$ cat config.mk
export PLATFORM = sky130hd
export DESIGN_NAME = pwm_db_gen
export DESIGN_NICKNAME = d
export VERILOG_FILES = /design/src/rtl/pwm_db_pkg.sv /design/src/rtl/pwm_updown_counter.sv /design/src/rtl/pwm_cfg_commit.sv /design/src/rtl/pwm_compare.sv /design/src/rtl/pwm_edge_delay.sv /design/src/rtl/pwm_db_gen.sv
export SDC_FILE = /design/constraint.sdc
export NUM_CORES = 1
export LEC_CHECK = 0
export BUFFER_PORTS_ARGS = -buffer_cell sky130_fd_sc_hd__clkbuf_2
export CAP_MARGIN = 20
export CORE_UTILIZATION = 50
export CTS_BUF_LIST = sky130_fd_sc_hd__clkbuf_4 sky130_fd_sc_hd__clkbuf_8 sky130_fd_sc_hd__clkbuf_16
export DETAILED_ROUTE_END_ITERATION = 8
export PLACE_DENSITY_LB_ADDON = 0.05
export SYNTH_ARGS = -nofsm -noshare
export SYNTH_HDL_FRONTEND = slang
export SYNTH_SLANG_ARGS = --single-unit
$ cat constraint.sdc
create_clock -name clk -period 2.3 [get_ports clk]
set_input_delay 0.575 -clock clk [delete_from_list [all_inputs] [get_ports clk]]
set_output_delay 0.575 -clock clk [all_outputs]
set_load 0.005 [all_outputs]
$ cat src/rtl/pwm_db_pkg.sv
// Shared widths, commit-mode encoding and the setting record of the PWM generator.
package pwm_db_pkg;
    parameter int CNT_W = 16;   // counter and compare width
    parameter int DLY_W = 8;    // dead-band delay width

    typedef enum logic [1:0] {
        UPD_IMM    = 2'd0,
        UPD_ZERO   = 2'd1,
        UPD_GLOBAL = 2'd2,
        UPD_RSVD   = 2'd3
    } upd_mode_e;

    typedef struct packed {
        logic [CNT_W-1:0] load;
        logic [CNT_W-1:0] cmp_a;
        logic [CNT_W-1:0] cmp_b;
        logic [DLY_W-1:0] rise;
        logic [DLY_W-1:0] fall;
        logic             db_en;
    } pwm_cfg_t;
endpackage

$ cat src/rtl/pwm_updown_counter.sv
// Triangle counter: counts 0..load..0, repeating with period 2*load.
// Assumes: a load of zero parks the counter at zero. A load lowered below the
// current count while climbing turns the counter around at once.
module pwm_updown_counter #(
    parameter int CW = pwm_db_pkg::CNT_W
) (
    input  logic          clk,
    input  logic          rst_n,
    input  logic [CW-1:0] load,
    output logic [CW-1:0] cnt,
    output logic          zero
);
    logic dir_up;

    // Step the counter and reverse direction at the ends.
    always_ff @(posedge clk) begin
        if (!rst_n) begin
            cnt    <= '0;
            dir_up <= 1'b1;
        end else if (load == '0) begin
            cnt    <= '0;
            dir_up <= 1'b1;
        end else if (dir_up) begin
            if (cnt >= load) begin
                dir_up <= 1'b0;
                cnt    <= cnt - 1'b1;
            end else begin
                cnt <= cnt + 1'b1;
            end
        end else begin
            if (cnt == '0) begin
                dir_up <= 1'b1;
                cnt    <= cnt + 1'b1;
            end else begin
                cnt <= cnt - 1'b1;
            end
        end
    end

    assign zero = (cnt == '0);

    AST_ZERO_THEN_ONE: assert property (@(posedge clk) disable iff (!rst_n)
        (zero && load != '0) |=> (cnt == CW'(1)));
    AST_UNIT_STEP: assert property (@(posedge clk) disable iff (!rst_n)
        (!zero && load != '0) |=> ((cnt == $past(cnt) + 1'b1) || (cnt == $past(cnt) - 1'b1)));
endmodule

$ cat src/rtl/pwm_cfg_commit.sv
// Holding and working copies of the generator settings, plus the commit rules.
// Assumes: mode 0 applies on the next edge, modes 1 and 3 at the next counter
// zero, and mode 2 at the first counter zero after a gsync issued in or after the write's cycle.
module pwm_cfg_commit
    import pwm_db_pkg::*;
#(
    parameter int DEF_LOAD = 16
) (
    input  logic     clk,
    input  logic     rst_n,
    input  logic     wr_en,
    input  pwm_cfg_t wr_cfg,
    input  logic [1:0] wr_mode,
    input  logic     gsync,
    input  logic     zero,
    output pwm_cfg_t active
);
    localparam pwm_cfg_t RST_CFG = '{
        load:  CNT_W'(DEF_LOAD),
        cmp_a: CNT_W'(DEF_LOAD),
        cmp_b: CNT_W'(DEF_LOAD),
        rise:  '0,
        fall:  '0,
        db_en: 1'b0
    };

    pwm_cfg_t shadow;
    logic     pend;
    logic     pend_glb;
    logic     armed;
    logic     commit;
    logic     wr_imm;
    logic     wr_glb;

    // Decode the mode that comes with this write.
    assign wr_imm = (wr_mode == UPD_IMM);
    assign wr_glb = (wr_mode == UPD_GLOBAL);
    // A pending update transfers at a counter zero, once armed if synchronised.
    assign commit = pend && zero && (!pend_glb || armed);

    // Hold writes, arm on the global strobe, and transfer on commit.
    always_ff @(posedge clk) begin
        if (!rst_n) begin
            active   <= RST_CFG;
            shadow   <= RST_CFG;
            pend     <= 1'b0;
            pend_glb <= 1'b0;
            armed    <= 1'b0;
        end else begin
            if (commit) begin
                active <= shadow;
                pend   <= 1'b0;
                armed  <= 1'b0;
            end else if (gsync && pend && pend_glb) begin
                armed <= 1'b1;
            end
            if (wr_en) begin
                shadow <= wr_cfg;
                if (wr_imm) begin
                    active <= wr_cfg;
                    pend   <= 1'b0;
                    armed  <= 1'b0;
                end else begin
                    pend     <= 1'b1;
                    pend_glb <= wr_glb;
                    armed    <= wr_glb && gsync;
                end
            end
        end
    end

    AST_IMM_TAKES: assert property (@(posedge clk) disable iff (!rst_n)
        (wr_en && wr_imm) |=> (active == $past(wr_cfg)));
    AST_HOLD_OFF_ZERO: assert property (@(posedge clk) disable iff (!rst_n)
        (!wr_en && !zero) |=> $stable(active));
    AST_GLOBAL_WAITS: assert property (@(posedge clk) disable iff (!rst_n)
        (pend && pend_glb && !armed && !(wr_en && wr_imm)) |=> $stable(active));
endmodule

$ cat src/rtl/pwm_compare.sv
// One comparator: registered output, high while the counter exceeds the compare value.
// Assumes: compare and counter share one width; the output lags the count by one cycle.
module pwm_compare #(
    parameter int CW = pwm_db_pkg::CNT_W
) (
    input  logic          clk,
    input  logic          rst_n,
    input  logic [CW-1:0] cnt,
    input  logic [CW-1:0] cmp,
    output logic          raw
);
    // Compare the counter with the compare value on every clock.
    always_ff @(posedge clk) begin
        if (!rst_n) raw <= 1'b0;
        else        raw <= (cnt > cmp);
    end
endmodule

$ cat src/rtl/pwm_edge_delay.sv
// Leading-edge delay: the output follows the input down at once and up only after
// the input has been high for dly cycles. A shorter pulse is dropped.
// Assumes: x_in and dly come from registers, so the output cannot glitch.
module pwm_edge_delay #(
    parameter int DW = pwm_db_pkg::DLY_W
) (
    input  logic          clk,
    input  logic          rst_n,
    input  logic          x_in,
    input  logic [DW-1:0] dly,
    output logic          y_out
);
    logic [DW-1:0] run;

    // Count the cycles the input has been high, saturating at the top.
    always_ff @(posedge clk) begin
        if (!rst_n)          run <= '0;
        else if (!x_in)      run <= '0;
        else if (run != '1)  run <= run + 1'b1;
    end

    assign y_out = x_in && (run >= dly);

    AST_FRONT_HELD: assert property (@(posedge clk) disable iff (!rst_n)
        (x_in && !$past(x_in) && dly != '0) |-> !y_out);
endmodule

$ cat src/rtl/pwm_db_gen.sv
// Center-aligned PWM generator: one triangle counter, two comparators, and a
// dead-band stage that, when enabled, turns B into the delayed complement of A.
// Assumes: all settings pass through pwm_cfg_commit, and zero_evt marks counter zero.
module pwm_db_gen
    import pwm_db_pkg::*;
#(
    parameter int DEF_LOAD = 16
) (
    input  logic             clk,
    input  logic             rst_n,
    input  logic             wr_en,
    input  logic [CNT_W-1:0] wr_load,
    input  logic [CNT_W-1:0] wr_cmp_a,
    input  logic [CNT_W-1:0] wr_cmp_b,
    input  logic [DLY_W-1:0] wr_rise,
    input  logic [DLY_W-1:0] wr_fall,
    input  logic             wr_db_en,
    input  logic [1:0]       wr_mode,
    input  logic             gsync,
    output logic             zero_evt,
    output logic             pwm_a,
    output logic             pwm_b
);
    localparam int NCH = 2;

    pwm_cfg_t         wr_cfg;
    pwm_cfg_t         act;
    logic [CNT_W-1:0] cnt;
    logic             zero;
    logic [CNT_W-1:0] cmp_v [NCH];
    logic             raw_v [NCH];
    logic             x_v   [NCH];
    logic [DLY_W-1:0] d_v   [NCH];
    logic             y_v   [NCH];

    // Gather the write fields into one record.
    always_comb begin
        wr_cfg.load  = wr_load;
        wr_cfg.cmp_a = wr_cmp_a;
        wr_cfg.cmp_b = wr_cmp_b;
        wr_cfg.rise  = wr_rise;
        wr_cfg.fall  = wr_fall;
        wr_cfg.db_en = wr_db_en;
    end

    pwm_cfg_commit #(.DEF_LOAD(DEF_LOAD)) u_commit (
        .clk(clk), .rst_n(rst_n), .wr_en(wr_en), .wr_cfg(wr_cfg),
        .wr_mode(wr_mode), .gsync(gsync), .zero(zero), .active(act)
    );

    pwm_updown_counter #(.CW(CNT_W)) u_cnt (
        .clk(clk), .rst_n(rst_n), .load(act.load), .cnt(cnt), .zero(zero)
    );

    assign cmp_v[0] = act.cmp_a;
    assign cmp_v[1] = act.cmp_b;

    // Dead-band routing: B takes inverted raw A and the falling delay when enabled.
    always_comb begin
        x_v[0] = raw_v[0];
        d_v[0] = act.db_en ? act.rise : '0;
        x_v[1] = act.db_en ? !raw_v[0] : raw_v[1];
        d_v[1] = act.db_en ? act.fall : '0;
    end

    for (genvar ch = 0; ch < NCH; ch++) begin : g_chan
        pwm_compare #(.CW(CNT_W)) u_cmp (
            .clk(clk), .rst_n(rst_n), .cnt(cnt), .cmp(cmp_v[ch]), .raw(raw_v[ch])
        );
        pwm_edge_delay #(.DW(DLY_W)) u_dly (
            .clk(clk), .rst_n(rst_n), .x_in(x_v[ch]), .dly(d_v[ch]), .y_out(y_v[ch])
        );
    end

    assign zero_evt = zero;
    assign pwm_a    = y_v[0];
    assign pwm_b    = y_v[1];

    AST_NO_OVERLAP: assert property (@(posedge clk) disable iff (!rst_n)
        act.db_en |-> !(pwm_a && pwm_b));
    AST_RESET_QUIET: assert property (@(posedge clk)
        !rst_n |=> (!pwm_a && !pwm_b && zero_evt));
endmodule

==> flow_metrics.tcl <==
set metrics [dict create \
    grt_pass1_wl_mm 41.8 \
    violations "negative setup slack" \
    first_iter_violations 572 \
    tritoncts "done" \
    postRouteAntennaNets 0 \
    cts_buffers 17 \
    route.detailed.drc 0 \
    layout-drive-gt1-share_pct 32.6 \
    irDropWorstVdd_v 0.000812 \
    finalHoldViolCount 0 \
    hold_path.class "in -> reg" \
    place_congestion 0.879 \
    clock-sinks 168 \
    post_synth.cell_area_avg_um2 8.07 \
    clock-root-buffer "clkbuf_16" \
    clock.fmax_ghz 0.364 \
    cp_max_fo 4 \
    max-cap-violations 0 \
    dpl.hpwl_mm 15.1 \
    first_pass_iters 5 \
    arrival_ps 2170 \
    fin_ws_ps -446 \
    synthCells 1043 \
    nNetsFinal 1345 \
    clkTransAtPathRegs_ps 70 \
    synth_area_leader_cell "dfxtp_1" \
    coreArea_um2 16500 \
    cp_slowest_stage_delay_ps 370 \
    p_seq_share_pct 30.2 \
    critPathBufInv 2 \
    syn_area_um2 8410 \
    viasPerCell 5.67 \
    internal_power_mw 7.63 \
    synthFlopType "dfxtp_1" \
    num_vias 8148 \
    relSlewSlack_pct 63.5 \
    htree_num_levels 4 \
    p_clk_share_pct 26.4 \
    grt_max_degree 57 \
    min_period_ps 2750 \
    synth.distinct_cells 55 \
    overflow 0 \
    postSynth.asyncResetShare_pct 0 \
    routedWlPerCell_um 18.0 \
    synthTopCellsByArea "dfxtp_1 40%, ha_1 10%, nor2_1 7.3%" \
    start_util_pct 50.9 \
    endpoint_kind "output pin" \
    crit_slowest_cell "dfxtp_4" \
    p_per_area_nw_per_um2 996 \
    path_cells "buf_12, and2_4, ha_4, nand2b_4, a21o_1, a21o_1, a21oi_2, o21ai_1, a21oi_1, nor2b_1, clkbuf_2" \
    area_growth_pct 40.4 \
    rsz0062_at_grt "true" \
    use_met2_pct 47.5 \
    met1_usage_pct 41.4 \
    criticalPathCategory "reg -> out" \
    synth_commonest_cells "168 x dfxtp_1, 163 x nor2_1, 160 x nand2_1" \
    cp-start-kind "flip-flop" \
    power_mw 11.8 \
    clk_latency_ps 440 \
    p_sw_share_pct 35.1 \
    cp.required_ps 1730 \
    io_pins 74 \
    ys_seq_area_share_pct 40.0 \
    antenna_found_initial 0 \
    synth.most_common_cell "dfxtp_1" \
    p_sw_mw 4.13 \
    portBuffers 73 \
    status "finished with violations" \
    clock_path_buffers 2 \
    syn_nets 1183 \
    ys_ff_latch 168 \
    multiInputGateArea_um2 5440 \
    tightest_slew_ps 543 \
    finalWirelength_mm 25.9 \
    synth_edf_count 0 \
    antenna_cells 0 \
    power_frac_comb_pct 43.5 \
    skew_ps 8.52 \
    cpMostUsedCell "a21o_1" \
    fp.dieW_um 132 \
    die_h_um 132 \
    nFillCells 1275 \
    final_core_util_pct 71.5 \
    top_usage_layer "met2" \
    crit_family "compound AO/OA/AOI/OAI gates" \
    p_leak_nw 5.03 \
    tns_ps -21160 \
    met3_usage_pct 5.56 \
    grt_pass1_vias 7947 \
    setup_viol 83 \
    regArea_um2 3380 \
    final_max_slew_viol_count 0 \
    die_area_um2 17300 \
    grt_usage_pct 30.3 \
    synth_top_area_share_pct 40.0 \
    ys.warnings.count 0 \
    rows 47 \
    fin_crit_sh_pct 119 \
]
metrics by stage:
step	hold WS [ps]	area, um^2	cells	worst slack, ps
2_1_floorplan	429	8490	1043	-181
5_1_grt	423	11800	1438	-557
3_5_place_dp	449	9430	1354	-409
6_report	392	11800	1438	-446
4_1_cts	379	11400	1436	-469
3_3_place_gp	437	9430	1354	-375
worst reg2reg max path: stages, from the launching register on:
cell and delay [ps]:
dfxtp_2 320, or4_4 530, or3_4 390, buf_6 150, nor4_4 180, buf_4 190
buf_6 100, nand3_4 140, buf_12 210, mux2i_1 190, o22ai_1 100
state kept, by name (all words and copies together) (netlist names):
name,flops
u_commit.armed,1
u_commit.pend,1
u_cnt.cnt,16
u_commit.shadow,65
u_cnt.dir_up,1
g_chan.u_dly.run,16
u_commit.active,65
g_chan.u_cmp.raw,2
u_commit.pend_glb,1
metal layers:
layer,share of wire (%),routed length [um]
met5,0,0
met4,2.3,584
met3,5.4,1410
met2,46,12000
met1,46,11900
placed cells by master (no fill, tap or decap), types with 12 or more instances in the layout:
| cell | n |
|---|---|
| nor2_1 | 161 |
| dfxtp_1 | 161 |
| buf_4 | 82 |
| nand2_1 | 76 |
| clkbuf_2 | 72 |
| o21ai_0 | 71 |
| ha_1 | 64 |
| inv_1 | 56 |
| a32oi_1 | 48 |
| nand2_2 | 46 |
| nand2_4 | 38 |
| a21oi_1 | 20 |
| clkbuf_16 | 19 |
| nand3_1 | 17 |
| buf_6 | 17 |
| buf_12 | 17 |
| mux2i_1 | 16 |
| a21o_1 | 15 |
| and3_1 | 13 |
| nand4_1 | 12 |
kinds of logic after synthesis:
family	count (synthesis)	synth area share, %
buffers and inverters	121	5.82
muxes	16	1.90
and+or+nand+nor	424	22.0
xor gates and xnor gates	11	1.15
DFF	168	40.0
AOI/OAI and AO/OA	234	18.9
adders and majority gates	69	10.3
power groups by stage:
stage	Clock [mW]	Sequential, mW	Combinational [mW]
floorplan	0	3.54	2.22
global placement	0	3.55	3.32
detailed placement	0	3.55	3.33
CTS	3.13	3.51	4.60
global route	3.26	3.58	5.48
finish	3.10	3.55	5.11
final timing paths:
kind / from / endpoint / slack (ps) / cells after the start
worst max-delay path: u_commit.active[0] / pwm_a / -450 / 11
worst min register to register: u_commit.shadow[62] / u_commit.shadow[62] / 470 / 2
worst max register to register: u_cnt.cnt[6] / u_commit.active[21] / -350 / 10
worst min-delay path: wr_fall[1] / u_commit.shadow[2] / 390 / 3
final cells by class:
type                       instances  share of cell area (%)
clock buffer                      18                    3.67
clock inverter                    14                    1.65
inverter                          60                    1.95
multi-input combinational        756                    46.0
sequential                       168                    28.6
tap                              220                    2.33
timing repair buffer             202                    15.8
repair_timing:
action / in CTS / in global routing
gates cloned: 18 / 1
pin swaps: 131 / 95
hold buffers: 0 / 0
resized for setup: 150 / 104
setup buffers: 32 / 7
endpoints found under the setup margin: 84 / 86
Note: power is estimated with default switching activity, not from simulation.
